**src/rtl/hyb_sched_pkg.sv**
```systemverilog
`timescale 1ns/1ps
package hyb_sched_pkg;
  localparam int QUEUE_NUM = 8;
  localparam int WEIGHT_W  = 16;
  localparam int IDX_W     = $clog2(QUEUE_NUM);
  localparam int CNT_W     = IDX_W + 1;
  localparam int WORD_W    = 32;
  localparam int MODE_W    = 3;
  localparam int WR_BIT    = 31;
  localparam int CHAN_LSB  = 19;
  localparam int CHAN_W    = 5;
  localparam int QSEL_LSB  = 16;

  typedef struct packed {
    logic                 weightWe;
    logic [IDX_W-1:0]     weightQ;
    logic [WEIGHT_W-1:0]  weightVal;
    logic [CNT_W-1:0]     strictCount;
    logic [QUEUE_NUM-1:0] disMask;
  } ctrlStrobe_t;
endpackage

```
**src/rtl/hyb_sched_ctrl.sv**
```systemverilog
`timescale 1ns/1ps
module hyb_sched_ctrl
  import hyb_sched_pkg::*;
#(
  parameter int CHAN_ID = 5
) (
  input  logic              clk,
  input  logic              rstN,
  input  logic [WORD_W-1:0] modeWord,
  input  logic [WORD_W-1:0] disableWord,
  input  logic              cmdValid,
  input  logic [WORD_W-1:0] cmdWord,
  output ctrlStrobe_t       strobe,
  output logic              cmdDone
);
  localparam int MODE_LSB = 4 * (CHAN_ID % 8);
  localparam int DIS_LSB  = QUEUE_NUM * (CHAN_ID % 4);
  localparam logic [CHAN_W-1:0] CHAN_SEL = CHAN_W'(CHAN_ID);

  logic              isWrite;
  logic              chanHit;
  logic [MODE_W-1:0] modeField;

  always_comb begin
    isWrite   = cmdValid && cmdWord[WR_BIT];
    chanHit   = (cmdWord[CHAN_LSB +: CHAN_W] == CHAN_SEL);
    modeField = modeWord[MODE_LSB +: MODE_W];

    strobe.weightWe  = isWrite && chanHit;
    strobe.weightQ   = cmdWord[QSEL_LSB +: IDX_W];
    strobe.weightVal = cmdWord[WEIGHT_W-1:0];
    strobe.disMask   = disableWord[DIS_LSB +: QUEUE_NUM];

    case (modeField)
      3'd0:    strobe.strictCount = '0;
      3'd1:    strobe.strictCount = CNT_W'(QUEUE_NUM);
      default: strobe.strictCount = CNT_W'(modeField) - CNT_W'(1);
    endcase
  end

  always_ff @(posedge clk or negedge rstN) begin
    if (!rstN) cmdDone <= 1'b0;
    else       cmdDone <= isWrite;
  end

  AST_DONE_AFTER_WRITE: assert property (@(posedge clk) disable iff (!rstN)
    (cmdValid && cmdWord[WR_BIT]) |=> cmdDone);
  AST_DONE_ONLY_AFTER_WRITE: assert property (@(posedge clk) disable iff (!rstN)
    !(cmdValid && cmdWord[WR_BIT]) |=> !cmdDone);
  AST_STRICT_COUNT_LEGAL: assert property (@(posedge clk) disable iff (!rstN)
    (strobe.strictCount <= CNT_W'(QUEUE_NUM)) && (strobe.strictCount != CNT_W'(QUEUE_NUM-1)));
endmodule

```
**src/rtl/hyb_sched_dp.sv**
```systemverilog
`timescale 1ns/1ps
module hyb_sched_dp
  import hyb_sched_pkg::*;
(
  input  logic                 clk,
  input  logic                 rstN,
  input  ctrlStrobe_t          strobe,
  input  logic [QUEUE_NUM-1:0] qNotEmpty,
  output logic                 grantValid,
  output logic [IDX_W-1:0]     grantIdx
);
  logic [WEIGHT_W-1:0]  weightMem [QUEUE_NUM];
  logic [IDX_W-1:0]     curQ;
  logic [WEIGHT_W-1:0]  usedCnt;

  logic [QUEUE_NUM-1:0] eligMask, strictMask, strictElig, wrrElig;
  logic [IDX_W-1:0]     strictIdx, rrIdx;
  logic                 strictHit, wrrHit, stay;
  logic [WEIGHT_W-1:0]  curWeff;

  always_comb begin
    eligMask = qNotEmpty & ~strobe.disMask;
    for (int q = 0; q < QUEUE_NUM; q++)
      strictMask[q] = (CNT_W'(q) < strobe.strictCount);
    strictElig = eligMask & strictMask;
    wrrElig    = eligMask & ~strictMask;
    strictHit  = |strictElig;
    wrrHit     = |wrrElig;
  end

  // lowest eligible strict queue
  always_comb begin
    logic found;
    found     = 1'b0;
    strictIdx = '0;
    for (int q = 0; q < QUEUE_NUM; q++) begin
      if (strictElig[q] && !found) begin
        strictIdx = IDX_W'(q);
        found     = 1'b1;
      end
    end
  end

  // next eligible weighted queue after the turn holder, circularly
  always_comb begin
    logic             found;
    logic [IDX_W-1:0] cand;
    found = 1'b0;
    rrIdx = curQ;
    for (int off = 1; off <= QUEUE_NUM; off++) begin
      cand = IDX_W'((int'(curQ) + off) % QUEUE_NUM);
      if (wrrElig[cand] && !found) begin
        rrIdx = cand;
        found = 1'b1;
      end
    end
  end

  always_comb begin
    curWeff = (weightMem[curQ] == '0) ? WEIGHT_W'(1) : weightMem[curQ];
    stay    = wrrElig[curQ] && (usedCnt < curWeff);
    if (strictHit) begin
      grantValid = 1'b1;
      grantIdx   = strictIdx;
    end else if (wrrHit) begin
      grantValid = 1'b1;
      grantIdx   = stay ? curQ : rrIdx;
    end else begin
      grantValid = 1'b0;
      grantIdx   = '0;
    end
  end

  always_ff @(posedge clk or negedge rstN) begin
    if (!rstN) begin
      for (int q = 0; q < QUEUE_NUM; q++) weightMem[q] <= '0;
    end else if (strobe.weightWe) begin
      weightMem[strobe.weightQ] <= strobe.weightVal;
    end
  end

  always_ff @(posedge clk or negedge rstN) begin
    if (!rstN) begin
      curQ    <= IDX_W'(QUEUE_NUM - 1);
      usedCnt <= '1;
    end else if (!strictHit && wrrHit) begin
      if (stay) begin
        usedCnt <= usedCnt + WEIGHT_W'(1);
      end else begin
        curQ    <= rrIdx;
        usedCnt <= WEIGHT_W'(1);
      end
    end
  end

  AST_GRANT_ELIGIBLE: assert property (@(posedge clk) disable iff (!rstN)
    grantValid |-> (qNotEmpty[grantIdx] && !strobe.disMask[grantIdx]));
  AST_IDLE_NO_GRANT: assert property (@(posedge clk) disable iff (!rstN)
    ((qNotEmpty & ~strobe.disMask) == '0) |-> (!grantValid && grantIdx == '0));
  AST_STRICT_FIRST: assert property (@(posedge clk) disable iff (!rstN)
    ((qNotEmpty & ~strobe.disMask & strictMask) != '0) |-> (grantValid && strictMask[grantIdx]));
  AST_STRICT_HOLDS_TURN: assert property (@(posedge clk) disable iff (!rstN)
    (grantValid && strictMask[grantIdx]) |=> ($stable(curQ) && $stable(usedCnt)));
endmodule

```
**src/rtl/hyb_sched_top.sv**
```systemverilog
`timescale 1ns/1ps
module hyb_sched_top
  import hyb_sched_pkg::*;
#(
  parameter int CHAN_ID = 5
) (
  input  logic        clk,
  input  logic        rstN,
  input  logic [31:0] modeWord,
  input  logic [31:0] disableWord,
  input  logic        cmdValid,
  input  logic [31:0] cmdWord,
  output logic        cmdDone,
  input  logic [7:0]  qNotEmpty,
  output logic        grantValid,
  output logic [2:0]  grantIdx
);
  ctrlStrobe_t strobe;

  hyb_sched_ctrl #(.CHAN_ID(CHAN_ID)) uCtrl (
    .clk         (clk),
    .rstN        (rstN),
    .modeWord    (modeWord),
    .disableWord (disableWord),
    .cmdValid    (cmdValid),
    .cmdWord     (cmdWord),
    .strobe      (strobe),
    .cmdDone     (cmdDone)
  );

  hyb_sched_dp uDp (
    .clk        (clk),
    .rstN       (rstN),
    .strobe     (strobe),
    .qNotEmpty  (qNotEmpty),
    .grantValid (grantValid),
    .grantIdx   (grantIdx)
  );
endmodule

```
**config.mk**
```make
export PLATFORM = sky130hd
export DESIGN_NAME = hyb_sched_top
export DESIGN_NICKNAME = d
export VERILOG_FILES = /design/src/rtl/hyb_sched_pkg.sv /design/src/rtl/hyb_sched_ctrl.sv /design/src/rtl/hyb_sched_dp.sv /design/src/rtl/hyb_sched_top.sv
export SDC_FILE = /design/constraint.sdc
export NUM_CORES = 1
export LEC_CHECK = 0
export BUFFER_PORTS_ARGS = -buffer_cell sky130_fd_sc_hd__buf_2
export CORE_MARGIN = 2
export CORE_UTILIZATION = 45
export CTS_CLUSTER_DIAMETER = 60
export DETAILED_ROUTE_END_ITERATION = 10
export PLACE_DENSITY = 0.77
export SYNTH_ARGS = -nofsm -noshare
export SYNTH_HDL_FRONTEND = slang
export SYNTH_SLANG_ARGS = --single-unit
export TNS_END_PERCENT = 30
```
**constraint.sdc**
```tcl
create_clock -name clk -period 4.9 [get_ports clk]
set_input_delay 0.245 -clock clk [delete_from_list [all_inputs] [get_ports clk]]
set_output_delay 0.245 -clock clk [all_outputs]
set_load 0.01 [all_outputs]
```
* Word level (Yosys, flattened, before mapping) *
Index checks and enable logic that the tools add are counted.

word-level totals
  register bits after elaboration = 148
  input bits = 107
  logic and storage cells = 150

cells by class
  add/sub/neg operators = 10
  order comparisons = 21
  equal/unequal tests = 2
  multiplexer cells = 61
  bitwise gates (word level) = 7
  reductions and logical operators = 38

operator list
  kind                                                                           count
  128-bit bitwise mux                                                            1
  16-bit two-way mux                                                             5
  16-bit binary-select mux with 3-bit select                                     1
  16-bit demux with 3-bit select                                                 1
  3-bit two-way mux                                                              15
  3-bit by 4-bit less-than comparator with 1-bit output (second input constant)  9
  1-bit binary-select mux with 3-bit select                                      9
  1-bit two-way mux                                                              26
  8-bit AND                                                                      3
  1-bit logical AND                                                              19
  16-bit by 1-bit adder with 16-bit output (second input constant)               1
  16-bit logical NOT                                                             1
  16-bit less-than comparator                                                    1
  3-bit by 4-bit less-than comparator with 1-bit output (first input constant)   4
  8-bit inverter                                                                 2
  8-bit OR reduction                                                             2
  1-bit logical NOT                                                              15
  3-bit adder (second input constant)                                            4
  4-bit >= comparator (second input constant)                                    2
  1-bit by 4-bit less-than comparator with 1-bit output (first input constant)   2
  2-bit by 4-bit less-than comparator with 1-bit output (first input constant)   2
  3-bit inverter with 4-bit output                                               2
  4-bit one-hot mux with 2 select lines                                          1
  3-bit by 1-bit adder with 3-bit output (second input constant)                 2
  other kinds (7)                                                                9

* Logic depth before layout (Yosys ltp) *
Gate-level depths: netlist of the first run.

  word-level depth = 32
  gate-level depth with buffers = 18
  depth with buffers taken out = 13

* By module *
Synthesis of the first run repeated with hierarchy kept, for this count alone.

unflattened totals
  cells, all modules = 699
  area total of the unflattened synthesis = 8679.6 um^2

modules (own cells, without submodules)
  module          times used  cells an instance  area an instance (um^2)
  hyb_sched_dp    1           657                8335.5
  hyb_sched_ctrl  1           42                 344.1

* Worst setup path before layout of the first run *
Ideal clock, no wire load.

  kind = flip-flop to output port
  start = reg uDp.curQ[1]
  end = out grantIdx[1]
  arrival = 4807 ps
  required time = 4655 ps
  slack = -152 ps
  stages on the path, launching flop included = 18
  path buffers = 5
  cell sequence = dfstp_2 -> buf_4 -> clkbuf_1 -> clkbuf_1 -> buf_1 -> buf_1 -> mux4_2 -> mux2i_1 -> ha_1 -> a21o_1 -> a21oi_1 -> o21ai_0 -> o21a_1 -> a2111oi_4 -> a21oi_2 -> nand2b_2 -> and3b_1 -> a311o_1

on the way
  word-level cells in the longest chain between the ends = 28

ends and longest elaborated chain
  item                                       RTL line             text
  from (decl)                                hyb_sched_dp.sv:13   logic [IDX_W-1:0] curQ;
  from (signal assigned)                     hyb_sched_dp.sv:84   curQ <= IDX_W'(QUEUE_NUM - 1);
  from (signal assigned)                     hyb_sched_dp.sv:90   curQ <= rrIdx;
  3-bit by 1-bit adder with 3-bit output     hyb_sched_dp.sv:51   cand = IDX_W'((int'(curQ) + off) % QUEUE_NUM);
  1-bit binary-select mux with 3-bit select  hyb_sched_dp.sv:52   if (wrrElig[cand] && !found) begin
  1-bit two-way mux (implied by the code)    hyb_sched_dp.sv:52
  1-bit two-way mux                          hyb_sched_dp.sv:52
  1-bit logical NOT                          hyb_sched_dp.sv:52
  1-bit logical AND                          hyb_sched_dp.sv:52
  1-bit two-way mux                          hyb_sched_dp.sv:52
  1-bit logical NOT                          hyb_sched_dp.sv:52
  (+12 left out)                             --
  1-bit logical AND                          hyb_sched_dp.sv:52
  1-bit two-way mux                          hyb_sched_dp.sv:52
  1-bit logical NOT                          hyb_sched_dp.sv:52
  1-bit logical AND                          hyb_sched_dp.sv:52
  3-bit two-way mux                          hyb_sched_dp.sv:52
  3-bit two-way mux *                        hyb_sched_dp.sv:67   grantIdx = stay ? curQ : rrIdx;
  3-bit two-way mux *                        hyb_sched_dp.sv:65   end else if (wrrHit) begin
  3-bit two-way mux *                        hyb_sched_dp.sv:62   if (strictHit) begin
  to (decl)                                  hyb_sched_top.sv:16  output logic [2:0] grantIdx

Mark *: on every way between the ends. The rest lies on a longest branch, timed or not. The select of a mux whose other input is x is not followed.

* Final worst setup path of the first run *
Same ends and word-level chain as after synthesis.

==> out/qor.txt, run 1 <==
Maximum vdd drop -> 269 µV
IO Count -> 112
Die H -> 143 µm
Critical Path Fanout Max -> 13
Syn Inst Count -> 714
Req. time, crit path -> 4660 ps
WL per Instance -> 20.4 µm
Core box area -> 0.0188 mm²
Gpl congestion -> 0.887
Post-Synth XOR/XNOR Area -> 0.0162
Hold depth -> 2
Post-Synthesis Net Count -> 841
Fin Clk Skew -> 9.48 ps
Seq/Total Area, Yosys -> 0.432
First-pass GRT wire length -> 34000 µm
Synth Warn # -> 0
Vias per std cell -> 6.12
Layout Nets -> 903
CP startpoint -> uDp.curQ[1]$_DFFE_PN1P_
Worst skew pair latency -> 420 ps
Die W -> 143 µm
Die footprint -> 0.0203 mm²
Gr usage total -> 0.214
Startpoint Class -> flop
Final hold vios -> 0
Drt drc -> 0
CTS tree -> built
Worst Reg-to-Reg Cells -> 13
R2R setup slack -> 1010 ps
WP data arrival -> 4580 ps
Area growth, synth to finish -> 15.1%
Avg Synthesized Cell Area -> 12.1 µm²
Post-layout min period -> 4830 ps
Hold endpoint -> uCtrl.cmdDone$_DFF_PN0_
DR vias -> 6260
FF+latch count, synth -> 148
Reg clk slew, reported paths -> 60 ps
Routed WL -> 20900 µm
Dpl cell area -> 0.00921 mm²
Fin. max-slew vios -> 0
Longest Clk Path Bufs -> 2
Final period utilization -> 0.986
Finish-stage setup viols -> 0
Initial Util -> 0.460
Share of cells above drive strength 1 -> 0.412
Maxcap violations -> 0
Hpwl dp -> 13800 µm
Cells after DPL -> 986
Vias in the first global route -> 6435
Hold_sp -> cmdWord[31]
Synth Area in Compound Gates -> 0.0937
Status -> completed
Slowest cell on the critical path -> dfstp_4
Synth cell types -> 80
Number of H-tree levels -> 4
Post-synthesis mux area share -> 0.279
Main synth FF type -> dfrtp_1
DR pass1 iterations -> 7
Post-synthesis async set-or-reset flop share -> 1.00
Synth Cell Area -> 0.00864 mm²
Post-synth EDFFs -> 0
Post-route ant nets -> 0
Grt total ovfl -> 0
DR iter-0 viols -> 480
CTS buffer count -> 17
CP Cell Sequence -> buf_4 > mux4_2 > mux2i_2 > ha_1 > a21o_1 > a21oi_1 > o21ai_0 > o21a_1 > a2111oi_4 > a21oi_4 > nand2b_2 > and3b_1 > a311o_1 > buf_2
Row count -> 50
Simple-Gate Fraction of Synth Area -> 0.128
CTS root buf -> clkbuf_16
Largest family of logic cells by synthesized area -> multiplexers
Worst Tran Pin Value -> 1180 ps
Class of the tightest hold or removal check -> input port to flop
Critical path endpoint category -> primary output
Lkg Pwr -> 4.63 nW
Cell Pwr Density -> 459 mW/mm²
I/O Buffers -> 51
Largest net degree at the start of global routing -> 107
CP Class -> flop to primary output
Area share of fa/ha/maj cells after synthesis -> 0.0290
Antenna diode count -> 0
Final instance area -> 0.00994 mm²
Slowest Stage Delay on Critical Path -> 750 ps
Max frequency -> 207 MHz
Clock sink count -> 148
Hold_ws -> 89.9 ps
Slew headroom -> 0.211
Worst R2R Start -> uDp.curQ[1]$_DFFE_PN1P_
Non-filler cells, final -> 1023
Reg-to-reg critical path endpoint -> uDp.curQ[1]$_DFFE_PN1P_
Initial antenna violation count -> 1
## timing repair
item / in CTS / in global routing
hold buffers: 1 / 0
gates resized for setup: 2 / 9
buffers inserted: 0 / 4
setup endpoints to repair: 2 / 3
pin swaps: 0 / 2
endpoints found under the hold margin: 37 / 0
## cells in the final DEF, fill, tap and decap left out, drive strengths merged, types with 5 or more instances in the layout
| cell type | instances |
|---|---|
| nor2b | 9 |
| mux2 | 131 |
| xor2 | 11 |
| a211oi | 5 |
| nand4 | 5 |
| a21oi | 25 |
| clkinvlp | 5 |
| clkbuf | 17 |
| and2 | 5 |
| nand3b | 7 |
| dfstp | 19 |
| clkinv | 5 |
| nor3 | 18 |
| buf | 77 |
| nand3 | 15 |
| and3b | 5 |
| and3 | 9 |
| mux2i | 19 |
| nand2 | 36 |
| mux4 | 33 |
| nor2 | 45 |
| nand2b | 12 |
| dfrtp | 129 |
| inv | 8 |
| o21ai | 21 |
| or4 | 9 |
| ha | 20 |
| or3 | 11 |
| xnor2 | 5 |
| o22ai | 11 |
## metrics by stage
step                      utilization  setup WS, ps  setup TNS, ps  power (W)
after global routing            0.530         -26.6          -26.6    0.00478
after detailed placement        0.491           333              0    0.00307
after CTS                       0.525          2.66              0    0.00447
after floorplan                     -          44.7              0    0.00263
after global placement          0.491           327              0    0.00304
final                           0.530          70.4              0    0.00456
## cell usage after synthesis (all sizes together), types with 12 or more instances
master / n / area [µm²]
mux2: 131 / 1480
dfrtp: 129 / 3230
nor2: 45 / 169
nand2: 36 / 135
mux4: 33 / 743
a21oi: 25 / 140
o21ai: 21 / 105
clkbuf: 20 / 75.1
ha: 20 / 250
dfstp: 19 / 499
mux2i: 19 / 190
nor3: 18 / 90.1
buf: 15 / 90.1
nand3: 15 / 75.1
nand2b: 12 / 87.6
## how the worst max path moves through the flow
stage               slack (ps)  cells past startpoint          end
global placement           330                     13  grantIdx[1]
CTS                          3                     13  grantIdx[1]
global route               -30                     14  grantIdx[1]
floorplan                   40                     17  grantIdx[1]
detailed placement         330                     13  grantIdx[1]
finish                      70                     14  grantIdx[1]
## logic make-up (layout without fill, tap and decap cells)
| kind of cell | count (synthesis) | after routing |
|---|---|---|
| compound gates | 106 | 106 |
| xor+xnor | 16 | 16 |
| fa+ha+maj | 20 | 20 |
| buf+inv | 42 | 117 |
| flops | 148 | 148 |
| mux | 183 | 183 |
| simple gates | 199 | 199 |
## registers in the layout, indices dropped and copies added, names as in the netlist
| register | cells |
|---|---|
| uDp.weightMem | 128 |
| uDp.usedCnt | 16 |
| uDp.curQ | 3 |
| uCtrl.cmdDone | 1 |
## where the power goes
| part | internal [W] | switching (W) | total (W) |
|---|---|---|---|
| Clock | 0.000854 | 0.000519 | 0.00137 |
| Combinational | 0.000787 | 0.00103 | 0.00181 |
| Sequential | 0.00129 | 0.0000842 | 0.00138 |
| Total | 0.00293 | 0.00163 | 0.00456 |
## routing by layer
metal  track usage  up-vias  part of all wire
met3        0.0397       42             0.052
met2         0.357      205              0.49
met1         0.277     3180              0.43
met4        0.0860        0             0.031
met5             0        -                 0
li1              -     2833                 -
## area by class of cell
| cell class | count | area, µm² |
|---|---|---|
| fillers | 1562 | 8830 |
| multi-input cells | 524 | 4770 |
| flip-flops and latches | 148 | 3730 |
| repair buffers | 78 | 479 |
| clock buffers | 17 | 425 |
| well taps | 234 | 293 |
| clock inverters | 15 | 204 |
| inverters | 7 | 30.0 |
## worst max-delay path, delay by kind of cell, from the launching register on
family / cells / cell delay (ps)
AOI/OAI and AO/OA: 7 / 1580
adders and majority gates: 1 / 310
buffers and inverters: 2 / 390
DFF: 1 / 750
muxes: 2 / 760
and+or+nand+nor: 2 / 360
No activity file was read; power rests on OpenSTA's default activity.
==> run 2: changes to the inputs <==
Settings changed: CORE_MARGIN 2 to 10, PLACE_DENSITY 0.77 to 0.75, SYNTH_HIERARCHICAL set to 1.
Clock period 4.9 ns to 4.85 ns, I/O delays scaled along.
==> run 2 against run 1 <==
Compared with the run above:
- register-to-register slack got worse by 420 ps
- area after synthesis increased by 0.49%
- power decreased by 3.1%
- sequential share of layout area increased by 0.82 points
- cell count decreased by 1.6%
- first-iteration DRC count decreased by 7.9%
- die area increased by 24%
- hold slack about the same
- synthesized cell count decreased by 2.1%
- clock skew decreased by 3.8 ps
- sequential power increased by 4%
- clock power about the same
- critical endpoint is now grantIdx[0]
- highest routed layer is now met5
==> out/qor.txt, run 2 <==
Critical Path Fanout Max -> 17 (+4)
Synth cell types -> 81 (+1.3%)
Grt total ovfl -> 0 (unchanged)
CTS buffer count -> 17 (unchanged)
Cells after DPL -> 975 (-1.1%)
Longest Clk Path Bufs -> 2 (unchanged)
Maximum vdd drop -> 398 µV (+48%)
Lkg Pwr -> 4.51 nW (-2.7%)
Sw Ratio -> 0.340 (-0.0171)
Post-synthesis async set-or-reset flop share -> 1.00 (unchanged)
CP Class -> flop to primary output
Setup_tns -> 0 ps (unchanged)
Main synth FF type -> dfrtp_1
Antenna diode count -> 0 (unchanged)
Finish-stage setup viols -> 0 (unchanged)
Hold_ws -> 90.2 ps (+0.303 ps)
Max frequency -> 219 MHz
Gr usage total -> 0.155 (-0.0597)
Maxcap violations -> 0 (unchanged)
Layout Nets -> 862 (-4.5%)
Status -> completed
Number of H-tree levels -> 4 (unchanged)
Core box area -> 0.0188 mm² (+0.33%)
Initial Util -> 0.461 (+0.000730)
Syn Inst Count -> 699 (-2.1%)
Fin. max-slew vios -> 0 (unchanged)
Class of the tightest hold or removal check -> input port to flop
Vias per std cell -> 5.81 (-5.1%)
Largest Register -> uDp/weightMem
Largest net degree at the start of global routing -> 107 (unchanged)
CTS root buf -> clkbuf_16
Post-synth EDFFs -> 0 (unchanged)
Slew headroom -> 0.373 (+0.162)
Int Power -> 0.00292 W (-0.51%)
Final period utilization -> 0.941
Post-route ant nets -> 0 (unchanged)
IO Count -> 112 (unchanged)
Routed WL -> 19500 µm (-6.7%)
Fin Clk Skew -> 5.66 ps (-3.82 ps)
Max FFs per register -> 128 (unchanged)
Synth Cell Area -> 0.00868 mm² (+0.49%)
RSZ-0062 raised after global routing -> false
Worst Tran Pin Value -> 941 ps (-240 ps)
Vias in the first global route -> 5939 (-7.7%)
WP data arrival -> 4320 ps (-260 ps)
CTS tree -> built
Die H -> 159 µm (+11%)
Dpl cell area -> 0.00910 mm² (-1.1%)
Top flop regs -> uDp/weightMem (128), uDp/usedCnt (16), uDp/curQ (3)
Most numerous cell in the Yosys netlist -> mux2_2
Flop pwr share -> 0.326 (+0.024)
Clock group share of total power -> 0.304 (+0.003)
Post-layout min period -> 4570 ps
Post-synth top area share -> 0.372 (-0.00183)
Hpwl dp -> 13100 µm (-5.3%)
Area leader, netlist -> dfrtp_1
Synth Warn # -> 6 (+6)
Gpl congestion -> 0.841 (-5.1%)
Total Power -> 0.00442 W (-3.1%)
Avg Synthesized Cell Area -> 12.4 µm² (+2.6%)
Power share of the combinational group -> 0.371 (-0.026)
Seq/Total Area, Yosys -> 0.429 (-0.00212)
Row count -> 50 (unchanged)
WL per Instance -> 19.4 µm (-5.2%)
First-pass GRT wire length -> 31900 µm (-6.1%)
Req. time, crit path -> 4610 ps (-50 ps)
DR iter-0 viols -> 442 (-7.9%)
Die W -> 159 µm (+11%)
Cell Pwr Density -> 454 mW/mm² (-0.99%)
Reg clk slew, reported paths -> 60 ps (about the same)
Post-Synthesis Net Count -> 826 (-1.8%)
Commonest cells after routing, fill and taps aside -> mux2_2, dfrtp_1, buf_2
Clock sink count -> 148 (unchanged)
Drt drc -> 0 (unchanged)
Final instance area -> 0.00973 mm² (-2.1%)
Startpoint Class -> flop
Non-filler cells, final -> 1007 (-1.6%)
DR vias -> 5848 (-6.6%)
Worst skew pair latency -> 420 ps (about the same)
I/O Buffers -> 51 (unchanged)
Die footprint -> 0.0252 mm² (+24%)
Share of cells above drive strength 1 -> 0.431 (+0.0191)
Initial antenna violation count -> 1 (unchanged)
Critical path endpoint category -> primary output
FF+latch count, synth -> 148 (unchanged)
Area growth, synth to finish -> 12.1%
Sw power -> 0.00150 W (-7.7%)
Post-synth top cells -> mux2_2, dfrtp_1, mux4_2, buf_4, nor2_1
Commonest non-fill, non-tap cell in the layout -> mux2_2
Final hold vios -> 0 (unchanged)
Main area contributors after synthesis -> dfrtp_1, mux2_2, mux4_2, dfstp_2, ha_1
DR pass1 iterations -> 5 (-2)
-- run 2: changes by cell type after synthesis, moves of 7 or more --
| cell | delta |
|---|---|
| buf_4 | +26 |
| or4_1 | -9 |
| nand4_1 | +7 |
| nand2_1 | -17 |
| xor2_1 | -7 |
| or3_1 | -8 |
| nor2_1 | -17 |
| nor3_1 | -7 |
-- run 2: timing repair --
action | in CTS | in global routing
hold buffers | 1 | 0
setup endpoints to repair | 0 | 3
resized for setup | 0 | 2
buffers inserted | 0 | 0
endpoints found under the hold margin | 86 | 0
-- run 2: path summary, 6_finish.rpt --
path,cells past startpoint,start,endpoint,slack [ps]
worst max-delay path,13,uDp/curQ[0]$_DFFE_PN1P_,grantIdx[0],280
worst min-delay path,2,cmdWord[31],uCtrl/cmdDone$_DFF_PN0_,90
worst max register to register,13,uDp/curQ[0]$_DFFE_PN1P_,uDp/usedCnt[0]$_DFFE_PN1P_,590
worst min register to register,2,uDp/usedCnt[1]$_DFFE_PN1P_,uDp/usedCnt[1]$_DFFE_PN1P_,490
max in group asynchronous,3,rstN,uDp/weightMem[111]$_DFFE_PN0P_,3220
min in group asynchronous,2,rstN,uDp/weightMem[105]$_DFFE_PN0P_,520
-- run 2: power groups by stage --
stage	Sequential, W	Combinational, W	Clock (W)
6_report	0.00144	0.00164	0.00134
5_1_grt	0.00146	0.00177	0.00142
4_1_cts	0.00144	0.00162	0.00137
3_3_place_gp	0.00146	0.00160	0
3_5_place_dp	0.00146	0.00162	0
2_1_floorplan	0.00135	0.00129	0
-- run 2: stage by stage --
stage                     setup slack [ps]   util
after detailed placement               452  0.483
after floorplan                        912      -
after CTS                              104  0.516
after global routing                  74.2  0.517
final                                  285  0.517
after global placement                 512  0.483
-- run 2: cell type report --
cell class | instances | area [µm²]
fillers | 1600 | 9100
multi-input cells | 474 | 4530
flip-flops and latches | 148 | 3730
clock buffers | 22 | 484
repair buffers | 79 | 474
well taps | 260 | 325
clock inverters | 9 | 126
inverters | 15 | 56.3
-- run 2: cells by family (layout without fill, tap and decap cells) --
group                      count (synthesis)  in the layout  share of synthesized area
muxes                                    189            189                      0.287
DFF                                      148            148                      0.429
and+or+nand+nor                          148            148                      0.106
AOI/OAI and AO/OA                        109            109                     0.0889
buffers and inverters                     77            125                     0.0512
adders and majority gates                 20             20                     0.0288
xor gates and xnor gates                   8              8                    0.00807
-- run 2: worst max-delay path, stage by stage (launching register included) --
cell	delay (ps)
dfstp_4	800
buf_4	230
buf_4	190
mux4_2	500
mux2i_1	310
ha_1	310
a21o_1	160
a21oi_1	170
o211a_1	190
o211ai_1	130
nor2_2	330
nor4b_2	80
a221o_1	310
buf_2	160
-- run 2: layer usage --
layer  share of wire  track usage  vias to the layer above  wire length, µm
li1                -            -                     2708                -
met1            0.44        0.195                     2994             8620
met2            0.51        0.264                      125            10000
met3           0.031       0.0263                       19              612
met4           0.012       0.0480                        2              226
met5         0.00036            0                        -                7
